## config.mk

```make
export PLATFORM = sky130hd
export DESIGN_NAME = tick_timer_unit
export DESIGN_NICKNAME = d
export VERILOG_FILES = /design/src/rtl/timer_pkg.sv /design/src/rtl/timer_prescaler.sv /design/src/rtl/timer_channel.sv /design/src/rtl/timer_regbus.sv /design/src/rtl/tick_timer_unit.sv
export SDC_FILE = /design/constraint.sdc
export NUM_CORES = 1
export LEC_CHECK = 0
export ABC_AREA = 1
export BUFFER_PORTS_ARGS = -buffer_cell sky130_fd_sc_hd__buf_2
export CAP_MARGIN = 0
export CORE_MARGIN = 2
export CORE_UTILIZATION = 45
export DETAILED_ROUTE_END_ITERATION = 10
export PLACE_DENSITY = 0.69
export SYNTH_ARGS = -nofsm -noshare
export SYNTH_HDL_FRONTEND = slang
export SYNTH_SLANG_ARGS = --single-unit
```

## constraint.sdc

```tcl
create_clock -name clk -period 3.61 [get_ports clk]
set_input_delay 0.1805 -clock clk [delete_from_list [all_inputs] [get_ports clk]]
set_output_delay 0.1805 -clock clk [all_outputs]
set_load 0.005 [all_outputs]
```

## src/rtl/timer_pkg.sv

```systemverilog
// Shared constants and helpers for the timer unit: the register map
// offsets, the control field positions and the divider decode.
package timer_pkg;
    localparam int START_ADDR = 0;
    localparam int CH_BASE    = 4;
    localparam int CH_STRIDE  = 12;
    localparam int CONST_OFS  = 0;
    localparam int COUNT_OFS  = 4;
    localparam int CTRL_OFS   = 8;
    localparam int CTRL_W     = 16;
    localparam int FLAG_BIT   = 8;
    localparam int IE_BIT     = 5;
    localparam int PRE_W      = 10;

    // Low-bit mask whose all-ones value marks one tick of the chosen divider.
    function automatic logic [PRE_W-1:0] div_mask(input logic [2:0] sel);
        case (sel)
            3'd0:    div_mask = PRE_W'(10'h003);
            3'd1:    div_mask = PRE_W'(10'h00F);
            3'd2:    div_mask = PRE_W'(10'h03F);
            3'd3:    div_mask = PRE_W'(10'h0FF);
            3'd4:    div_mask = PRE_W'(10'h3FF);
            default: div_mask = '0;
        endcase
    endfunction

    // Reports whether a select value names a real divider.
    function automatic logic sel_valid(input logic [2:0] sel);
        sel_valid = (sel <= 3'd4);
    endfunction
endpackage

```

## src/rtl/timer_prescaler.sv

```systemverilog
// Per-channel prescaler. It counts cycles while the channel runs and
// emits one tick every N cycles for the selected divider. It clears when
// the channel stops or its control is rewritten, so the phase is always
// known. Assumes sel is stable except on restart cycles.
module timer_prescaler
    import timer_pkg::*;
(
    input  logic       clk,
    input  logic       rst_n,
    input  logic       run,
    input  logic       restart,
    input  logic [2:0] sel,
    output logic       tick
);
    logic [PRE_W-1:0] pre_q;
    logic [PRE_W-1:0] mask;

    // Divider mask for the current select.
    assign mask = div_mask(sel);

    // Tick when the masked low bits are all ones.
    assign tick = run && sel_valid(sel) && ((pre_q & mask) == mask);

    // Free-running phase counter, cleared while stopped or on restart.
    always_ff @(posedge clk) begin
        if (!rst_n || !run || restart) pre_q <= '0;
        else                           pre_q <= pre_q + 1'b1;
    end
endmodule

```

## src/rtl/timer_channel.sv

```systemverilog
// One timer channel: reload, count and control registers. Handles
// decrement and reload, the sticky underflow flag (software may only
// clear it, and hardware set wins), and the level interrupt.
// Assumes at most one register write strobe per cycle.
module timer_channel
    import timer_pkg::*;
#(
    parameter int DATA_W = 32
) (
    input  logic              clk,
    input  logic              rst_n,
    input  logic              tick,
    input  logic              wr_const,
    input  logic              wr_count,
    input  logic              wr_ctrl,
    input  logic [DATA_W-1:0] wdata,
    output logic [DATA_W-1:0] const_q,
    output logic [DATA_W-1:0] count_q,
    output logic [CTRL_W-1:0] ctrl_q,
    output logic              uf,
    output logic              irq
);
    logic [CTRL_W-1:0] ctrl_nxt;

    // Underflow event: a tick that finds the count at zero.
    assign uf = tick && (count_q == '0);

    // Level interrupt from the flag and its enable.
    assign irq = ctrl_q[FLAG_BIT] && ctrl_q[IE_BIT];

    // Next control value: mask the flag on writes, then let hardware set it.
    always_comb begin
        ctrl_nxt = ctrl_q;
        if (wr_ctrl) begin
            ctrl_nxt           = wdata[CTRL_W-1:0];
            ctrl_nxt[FLAG_BIT] = ctrl_q[FLAG_BIT] & wdata[FLAG_BIT];
        end
        if (uf) ctrl_nxt[FLAG_BIT] = 1'b1;
    end

    // Control register update.
    always_ff @(posedge clk) begin
        if (!rst_n) ctrl_q <= '0;
        else        ctrl_q <= ctrl_nxt;
    end

    // Reload register update.
    always_ff @(posedge clk) begin
        if (!rst_n)        const_q <= '1;
        else if (wr_const) const_q <= wdata;
    end

    // Counter: a software write wins, otherwise decrement or reload on a tick.
    always_ff @(posedge clk) begin
        if (!rst_n)        count_q <= '1;
        else if (wr_count) count_q <= wdata;
        else if (tick)     count_q <= (count_q == '0) ? const_q : count_q - 1'b1;
    end
endmodule

```

## src/rtl/timer_regbus.sv

```systemverilog
// Register bus front end: decodes write strobes per channel, holds the
// run register and builds the combinational read data.
// Assumes the address is stable while bus_wr_en is high.
module timer_regbus
    import timer_pkg::*;
#(
    parameter int NUM_CH = 3,
    parameter int DATA_W = 32,
    parameter int ADDR_W = 6
) (
    input  logic                           clk,
    input  logic                           rst_n,
    input  logic                           bus_wr_en,
    input  logic [ADDR_W-1:0]              bus_addr,
    input  logic [DATA_W-1:0]              bus_wdata,
    input  logic [NUM_CH-1:0][DATA_W-1:0]  const_in,
    input  logic [NUM_CH-1:0][DATA_W-1:0]  count_in,
    input  logic [NUM_CH-1:0][CTRL_W-1:0]  ctrl_in,
    output logic [NUM_CH-1:0]              wr_const,
    output logic [NUM_CH-1:0]              wr_count,
    output logic [NUM_CH-1:0]              wr_ctrl,
    output logic [NUM_CH-1:0]              start_q,
    output logic [DATA_W-1:0]              bus_rdata
);
    localparam logic [ADDR_W-1:0] A_START = ADDR_W'(START_ADDR);

    // Per-channel write decode.
    for (genvar i = 0; i < NUM_CH; i++) begin : g_dec
        localparam logic [ADDR_W-1:0] A_CONST = ADDR_W'(CH_BASE + CH_STRIDE*i + CONST_OFS);
        localparam logic [ADDR_W-1:0] A_COUNT = ADDR_W'(CH_BASE + CH_STRIDE*i + COUNT_OFS);
        localparam logic [ADDR_W-1:0] A_CTRL  = ADDR_W'(CH_BASE + CH_STRIDE*i + CTRL_OFS);
        assign wr_const[i] = bus_wr_en && (bus_addr == A_CONST);
        assign wr_count[i] = bus_wr_en && (bus_addr == A_COUNT);
        assign wr_ctrl[i]  = bus_wr_en && (bus_addr == A_CTRL);
    end

    // Run register.
    always_ff @(posedge clk) begin
        if (!rst_n)                                   start_q <= '0;
        else if (bus_wr_en && (bus_addr == A_START)) start_q <= bus_wdata[NUM_CH-1:0];
    end

    // Read data mux.
    always_comb begin
        bus_rdata = '0;
        if (bus_addr == A_START) bus_rdata[NUM_CH-1:0] = start_q;
        for (int i = 0; i < NUM_CH; i++) begin
            if (bus_addr == ADDR_W'(CH_BASE + CH_STRIDE*i + CONST_OFS)) bus_rdata = const_in[i];
            if (bus_addr == ADDR_W'(CH_BASE + CH_STRIDE*i + COUNT_OFS)) bus_rdata = count_in[i];
            if (bus_addr == ADDR_W'(CH_BASE + CH_STRIDE*i + CTRL_OFS))  bus_rdata = DATA_W'(ctrl_in[i]);
        end
    end
endmodule

```

## src/rtl/tick_timer_unit.sv

```systemverilog
// Top of the multi-channel timer unit: one register front end, plus one
// prescaler and one channel per timer. Assumes a single clock domain
// and a synchronous active-low reset.
module tick_timer_unit
    import timer_pkg::*;
#(
    parameter int NUM_CH = 3,
    parameter int DATA_W = 32,
    parameter int ADDR_W = 6
) (
    input  logic              clk,
    input  logic              rst_n,
    input  logic              bus_wr_en,
    input  logic [ADDR_W-1:0] bus_addr,
    input  logic [DATA_W-1:0] bus_wdata,
    output logic [DATA_W-1:0] bus_rdata,
    output logic [NUM_CH-1:0] irq
);
    logic [NUM_CH-1:0][DATA_W-1:0] const_flat;
    logic [NUM_CH-1:0][DATA_W-1:0] count_flat;
    logic [NUM_CH-1:0][CTRL_W-1:0] ctrl_flat;
    logic [NUM_CH-1:0]             wr_const, wr_count, wr_ctrl;
    logic [NUM_CH-1:0]             start_q, tick_vec, uf_vec, flag_vec;

    timer_regbus #(.NUM_CH(NUM_CH), .DATA_W(DATA_W), .ADDR_W(ADDR_W)) u_bus (
        .clk(clk), .rst_n(rst_n), .bus_wr_en(bus_wr_en), .bus_addr(bus_addr),
        .bus_wdata(bus_wdata), .const_in(const_flat), .count_in(count_flat),
        .ctrl_in(ctrl_flat), .wr_const(wr_const), .wr_count(wr_count),
        .wr_ctrl(wr_ctrl), .start_q(start_q), .bus_rdata(bus_rdata)
    );

    // One prescaler and one counter per channel.
    for (genvar i = 0; i < NUM_CH; i++) begin : g_ch
        timer_prescaler u_pre (
            .clk(clk), .rst_n(rst_n), .run(start_q[i]), .restart(wr_ctrl[i]),
            .sel(ctrl_flat[i][2:0]), .tick(tick_vec[i])
        );
        timer_channel #(.DATA_W(DATA_W)) u_chan (
            .clk(clk), .rst_n(rst_n), .tick(tick_vec[i]),
            .wr_const(wr_const[i]), .wr_count(wr_count[i]), .wr_ctrl(wr_ctrl[i]),
            .wdata(bus_wdata), .const_q(const_flat[i]), .count_q(count_flat[i]),
            .ctrl_q(ctrl_flat[i]), .uf(uf_vec[i]), .irq(irq[i])
        );
        assign flag_vec[i] = ctrl_flat[i][FLAG_BIT];
    end
endmodule

```

==> summary.md, run 1 <==
| Metric | Value |
|---|---|
| Outcome | finished clean |
| CTS buffer count | 34 |
| Place WS | 0.8475 ns |
| CTS Root Cell | clkbuf_16 |
| CTS tree | done |
| Drt drc | 0 |
| Post-Syn Area | 16590 sq um |
| Slew headroom | 0.1901 |
| Gr ovfl total | 0 |
| DP Cell Count | 3149 |
| Die X | 196.0 microns |
| DP Wirelength | 43420 microns |
| First-pass GRT wire length | 93940 microns |
| Synth async-reset ratio | 0 |
| Max-cap violations | 0 |
| Avg WL per Cell | 18.88 microns |
| Reg-to-reg endpoint | g_ch[2].u_chan.count_q[25] |
| Post-synth EDFFs | 0 |
| Final WS setup | 0.9717 ns |
| R2r setup slk | 0.97 ns |
| Worst Tran Pin Value | 1.212 ns |
| Area Growth Syn to Fin | 10.19% |
| Max Slew Vio Count | 0 |
| Design area | 18280 sq um |
| Drt pass-1 iters | 5 |
| Fin Clk Skew | 0.04081 ns |
| Syn_area_per_cell | 6.111 sq um |
| Cell type with the largest total area after synthesis | dfxtp_1 |
| Distinct cell type count after synthesis | 39 |
| Routed wire length | 60620 microns |
| Nets | 2768 |
| Maximum VDD drop | 283.2 uV |
| Period utilization | 0.7308 |
| Starting Density | 0.4554 |
| #FFs+latches synth | 273 |
| Htree depth | 2 |
| IO Port Bufs | 75 |
| Startpoint Class | flip-flop |
| Post-CTS Setup Bufs | 0 |
| Clk buf depth | 3 |
| Skew-Pair Late Insertion Delay | 0.56 ns |
| Synth top area share | 0.3294 |
| Hold endpoint | g_ch[2].u_chan.const_q[21] |
| Setup violators final | 0 |
| Via count | 17980 |
| RSZ-0062 raised after global routing | false |
| Critical Path RT | 4.04 ns |
| Seq/Total Area, Yosys | 0.3294 |
| Core area | 36430 sq um |
| Critical setup path kind | reg -> reg |
| Area of the multi-input gates | 9225 sq um |
| Most numerous cell in the Yosys netlist | nand2_1 |
| Hold Crit Class | in -> reg |
| Hold_sp | bus_wdata[21] |
| Worst reg-to-reg path cell count | 9 |
| Register area | 5465 sq um |
| Mean number of vias per cell | 5.600 |
| P_leak | 0.008781 uW |
| Reg-to-Reg Start | g_ch[2].u_chan.ctrl_q[2] |
| Antenna Nets Post-Route | 0 |
| Yosys warnings | 0 |
| Synth cell count leaders | 749 x nand2_1, 320 x inv_1, 302 x nor2_1 |
| CP Max Fanout | 32 |
| Top post-synthesis cells by area | dfxtp_1 33%, nand2_1 17%, nand3_1 7.6%, inv_1 7.2%, a21oi_1 6.9% |
| Main flop type after synthesis | dfxtp_1 |
| Hold Path Depth | 3 |
| Placed inst area | 17110 sq um |
| FMAX | 379.0 MHz |
| Starting DRT DRC Count | 1802 |
| Final-layout fill cell count | 3842 |
| Final hold viol count | 0 |
| WP data arrival | 3.07 ns |
| Total track usage | 0.3105 |
| CTS clk-pin slew, worst paths | 0.06 ns |
| Initial antenna violation count | 1 |
| CP Capture Type | flip-flop |
| Syn Nets | 2765 |
| Layout cell share with drive strength beyond 1 | 0.07406 |
| Minimum clock period | 2.638 ns |
| Die Area | 38420 sq um |
| Final cell count without fillers | 3211 |
| Routability Congestion | 0.9589 |
| Clk sinks | 273 |
| PD cells | 384.6 nW/um^2 |
| Post-synthesis cell count | 2715 |
| Number of global-route vias before repair | 16800 |
| Die Ht | 196.0 microns |
| Cell Rows | 70 |
| Io pins | 76 |
| Post-Route Setup TNS | 0 ns |
| Largest net degree at the start of global routing | 92 |
## critical path: stages (launching register included)
cell     delay [ns]
dfxtp_1        0.34
or2_2          0.30
nand2_1        0.06
nand2_1        0.05
a21oi_1        0.41
nand2_1        0.86
nand3_1        0.32
nand2_1        0.07
inv_1          0.06
nand2_1        0.04
## routing by layer
layer,track usage,share of wire,vias to the layer above
li1,-,-,8766
met1,0.4157,0.43,8348
met2,0.5038,0.45,733
met3,0.04642,0.084,135
met4,0.1235,0.036,0
met5,0,0,-
## cell families (layout without fill, tap and decap cells)
family                     Yosys count  count (layout)  share of synthesized area
AOI/OAI and AO/OA                  483             483                     0.1547
xor gates and xnor gates            54              54                    0.02851
adders and majority gates            9               9                   0.006787
buffers and inverters              471             497                     0.1149
DFF                                273             273                     0.3294
other                                0               2                          0
and+or+nand+nor                   1425            1425                     0.3658
## cell type report
class / instances / share of cell area
Clock inverter: 17 / 0.01164
Sequential cell: 273 / 0.2990
Multi-Input combinational cell: 1971 / 0.5046
Antenna cell: 2 / 0.0002738
Clock buffer: 42 / 0.05154
Inverter: 336 / 0.06906
Timing Repair Buffer: 102 / 0.03189
Tap cell: 468 / 0.03203
## sequential cells by signal, summed over array words and instances (netlist names)
name                 cells
g_ch.u_chan.const_q     96
g_ch.u_chan.count_q     96
g_ch.u_chan.ctrl_q      48
g_ch.u_pre.pre_q        30
u_bus.start_q            3
## timing repair
item / 4_1_cts / 5_1_grt
hold buffers: 1 / 0
setup endpoints to repair: 0 / 0
endpoints found under the hold margin: 1 / 0
gates resized for setup: 0 / 0
## layout by cell type, fill, tap and decap left out, types with 6 or more instances in the layout
cell,Yosys,layout
nand2_1,749,749
inv_1,320,320
nor2_1,302,300
dfxtp_1,273,273
nand3_1,251,251
a21oi_1,228,228
o21ai_0,180,180
buf_2,56,74
nand4_1,61,61
o211ai_1,46,46
clkbuf_16,0,35
xor2_1,31,31
buf_4,12,27
xnor2_1,23,23
o22ai_1,18,18
inv_2,16,15
nor3_1,13,13
nand3b_1,12,12
clkinv_2,0,9
ha_1,9,9
nor2_4,7,7
nor2_2,4,6
or2_2,6,6
o21ai_1,6,6
## per-stage QoR
step	total power, uW	util	hold WS [ns]
6_report	7031	0.5018	0.02172
5_1_grt	7201	0.5016	0.03604
4_1_cts	7037	0.5016	0.003596
3_5_place_dp	3484	0.4696	0.4452
3_3_place_gp	3480	0.4696	0.4241
2_1_floorplan	3304	-	0.3069
## power by group
part / switching (uW) / internal, uW / total (uW)
Clock: 1440 / 2150 / 3600
Combinational: 282 / 99.2 / 382
Sequential: 19.6 / 3030 / 3050
Total: 1750 / 5290 / 7030
## how the worst max path moves through the flow
stage	slack [ns]	from	end	depth (start not counted)
5_1_grt	0.86	g_ch[2].u_chan.ctrl_q[2]	g_ch[2].u_chan.count_q[25]	9
3_3_place_gp	0.94	bus_addr[1]	g_ch[1].u_chan.const_q[22]	10
3_5_place_dp	0.85	bus_addr[1]	g_ch[1].u_chan.const_q[11]	9
6_report	0.97	g_ch[2].u_chan.ctrl_q[2]	g_ch[2].u_chan.count_q[25]	9
2_1_floorplan	1.97	g_ch[1].u_chan.count_q[0]	g_ch[1].u_chan.count_q[20]	10
4_1_cts	1.01	g_ch[2].u_chan.ctrl_q[2]	g_ch[2].u_chan.count_q[14]	9
(Power assumes the default switching activity.)
==> inputs of run 2 (changes only) <==
PLACE_DENSITY = 0.72   (was 0.69)
clock period = 2.4 ns   (was 3.61 ns; I/O delays follow)
==> summary.md, run 2 (synthesis results as in run 1) <==
| Metric | Value |
|---|---|
| Period utilization | 0.8992 (was 0.7308) |
| Hold endpoint | g_ch[2].u_chan.const_q[12] (was g_ch[2].u_chan.const_q[21]) |
| Final-layout fill cell count | 3734 (was 3842) |
| Slew headroom | 0.4950 (was 0.1901) |
| Setup violators final | 0 (unchanged) |
| Hold Path Depth | 3 (unchanged) |
| Max-cap violations | 0 (unchanged) |
| Htree depth | 1 (was 2) |
| CTS Root Cell | clkbuf_16 (unchanged) |
| Starting Density | 0.4554 (unchanged) |
| Reg-to-Reg Start | g_ch[2].u_chan.count_q[0] (was g_ch[2].u_chan.ctrl_q[2]) |
| CTS clk-pin slew, worst paths | 0.06 ns (about the same) |
| Number of global-route vias before repair | 17040 (was 16800) |
| Critical path launch point | g_ch[2].u_chan.count_q[0] (was g_ch[2].u_chan.ctrl_q[2]) |
| Gr ovfl total | 0 (unchanged) |
| Die Area | 38420 sq um (unchanged) |
| Fin Clk Skew | 0.04519 ns (was 0.04081 ns) |
| Area Growth Syn to Fin | 13.63% (was 10.19%) |
| Worst Tran Pin Value | 0.7567 ns (was 1.212 ns) |
| Routability Congestion | 1.021 (was 0.9589) |
| Die Ht | 196.0 microns (unchanged) |
| Via count | 18410 (was 17980) |
| CTS tree | done (unchanged) |
| Avg WL per Cell | 18.25 microns (was 18.88 microns) |
| Layout cell share with drive strength beyond 1 | 0.08378 (was 0.07406) |
| DP Wirelength | 43490 microns (was 43420 microns) |
| Most frequent cells in the layout | 749 x nand2_1, 319 x inv_1, 300 x nor2_1, 273 x dfxtp_1, 251 x nand3_1 (was 749 x nand2_1, 320 x inv_1, 300 x nor2_1, 273 x dfxtp_1, 251 x nand3_1) |
| Maximum VDD drop | 592.5 uV (was 283.2 uV) |
| Final hold viol count | 0 (unchanged) |
| Hold Crit Class | in -> reg (unchanged) |
| Post-Route Setup TNS | 0 ns (unchanged) |
| CP max stage cell | clkinvlp_4 (was nand2_1) |
| Antenna Nets Post-Route | 0 (unchanged) |
| WHS | 0.01621 ns (was 0.02172 ns) |
| Worst reg-to-reg path cell count | 10 (was 9) |
| Largest net degree at the start of global routing | 118 (was 92) |
| Core area | 36430 sq um (unchanged) |
| Cell Rows | 70 (unchanged) |
| Clk sinks | 273 (unchanged) |
| CP peak stage delay | 0.39 ns (was 0.86 ns) |
| Outcome | finished clean (unchanged) |
| Die X | 196.0 microns (unchanged) |
| Io pins | 76 (unchanged) |
| CP Max Fanout | 20 (was 32) |
| Critical-path cell list | inv_1 > ha_1 > nand3_1 > nor2_1 > nand4_1 > nor2_4 > clkinvlp_4 > nand3_1 > nand2_1 > nand2_1 (was or2_2 > nand2_1 > nand2_1 > a21oi_1 > nand2_1 > nand3_1 > nand2_1 > inv_1 > nand2_1) |
| Max Slew Vio Count | 0 (unchanged) |
| Nets | 2831 (was 2768) |
| Critical setup path kind | reg -> reg (unchanged) |
| Drt drc | 0 (unchanged) |
| Starting DRT DRC Count | 2040 (was 1802) |
| Minimum clock period | 2.158 ns (was 2.638 ns) |
| FMAX | 463.4 MHz (was 379.0 MHz) |
| IO Port Bufs | 75 (unchanged) |
| Clk buf depth | 3 (unchanged) |
| CP Capture Type | flip-flop (unchanged) |
| Drt pass-1 iters | 5 (unchanged) |
| CTS buffer count | 31 (was 34) |
| Mean number of vias per cell | 5.622 (was 5.600) |
| Total track usage | 0.3049 (was 0.3105) |
| Hold_sp | bus_wdata[12] (was bus_wdata[21]) |
| P_leak | 0.009067 uW (was 0.008781 uW) |
| Routed wire length | 59760 microns (was 60620 microns) |
| Critical Path RT | 2.92 ns (was 4.04 ns) |
| Most common cell after layout, fill and taps aside | nand2_1 (unchanged) |
| Skew-Pair Late Insertion Delay | 0.61 ns (was 0.56 ns) |
| R2r setup slk | 0.24 ns (was 0.97 ns) |
| WP data arrival | 2.68 ns (was 3.07 ns) |
| Reg-to-reg endpoint | g_ch[2].u_chan.count_q[24] (was g_ch[2].u_chan.count_q[25]) |
| RSZ-0062 raised after global routing | false (unchanged) |
| PD cells | 543.0 nW/um^2 (was 384.6 nW/um^2) |
| Initial antenna violation count | 0 (was 1) |
| Top flop regs | g_ch.u_chan.const_q: 96 flops, g_ch.u_chan.count_q: 96 flops, g_ch.u_chan.ctrl_q: 48 flops (unchanged) |
| First-pass GRT wire length | 93120 microns (was 93940 microns) |
| Startpoint Class | flip-flop (unchanged) |
-- run 2: changes by cell type in the layout (fill, tap and decap cells not counted), moves of 2 or more --
| cell | delta |
|---|---|
| buf_12 | +6 |
| buf_4 | +28 |
| clkbuf_16 | -4 |
| clkbuf_8 | +2 |
| clkinv_2 | +2 |
| dlygate4sd3_1 | +32 |
-- run 2: final cells by class --
cell class                 count  area (sq um)  share of cell area
multi-input combinational   1971          9225              0.4893
sequential                   273          5465              0.2899
inverter                     336          1266             0.06717
timing repair buffer         168          1234             0.06544
clock buffer                  41         873.3             0.04633
tap                          468         585.6             0.03106
clock inverter                16         197.7             0.01049
antenna                        2         5.005           0.0002655
-- run 2: worst max path at each step --
stage                                 end  slack (ns)
3_3_place_gp   g_ch[2].u_chan.count_q[30]        0.14
4_1_cts        g_ch[2].u_chan.count_q[30]        0.07
5_1_grt        g_ch[2].u_chan.count_q[27]        0.07
6_report       g_ch[2].u_chan.count_q[24]        0.24
3_5_place_dp   g_ch[2].u_chan.count_q[30]        0.11
2_1_floorplan  g_ch[1].u_chan.count_q[20]        0.76
-- run 2: stage by stage --
stage,instance area [sq um],util,worst slack (ns),instances,total power [uW]
after floorplan,16590,-,0.7638,2715,4970
after global placement,17400,0.4775,0.1402,3179,5228
after detailed placement,17400,0.4775,0.1139,3179,5236
after CTS,18800,0.5160,0.06873,3269,10230
after global routing,18850,0.5173,0.07495,3273,10480
final,18850,0.5174,0.2420,3275,10240
-- run 2: report_power, final --
part           switching [uW]  total, uW  internal, uW
combinational             422        611           189
clock                    2050       5030          2980
sequential               29.4       4590          4560
total                    2500      10200          7740
-- run 2: routing by layer --
metal,share of wire,up-vias,track usage
li1,-,8862,-
met4,0.047,0,0.1406
met1,0.41,8486,0.3966
met2,0.46,878,0.5047
met3,0.082,186,0.03902
met5,0,-,0
-- run 2: worst max-delay path, delay by kind of cell, from the launching register on --
kind | cells | cell delay [ns]
DFF | 1 | 0.38
buffers and inverters | 2 | 0.51
adders and majority gates | 1 | 0.25
and+or+nand+nor | 7 | 0.92
-- run 2: what timing repair did --
item / 4_1_cts / 5_1_grt
resized for setup: 0 / 1
endpoints found under the setup margin: 0 / 3
hold endpoints to repair: 136 / 0
buffers inserted: 0 / 4
hold buffers: 33 / 0
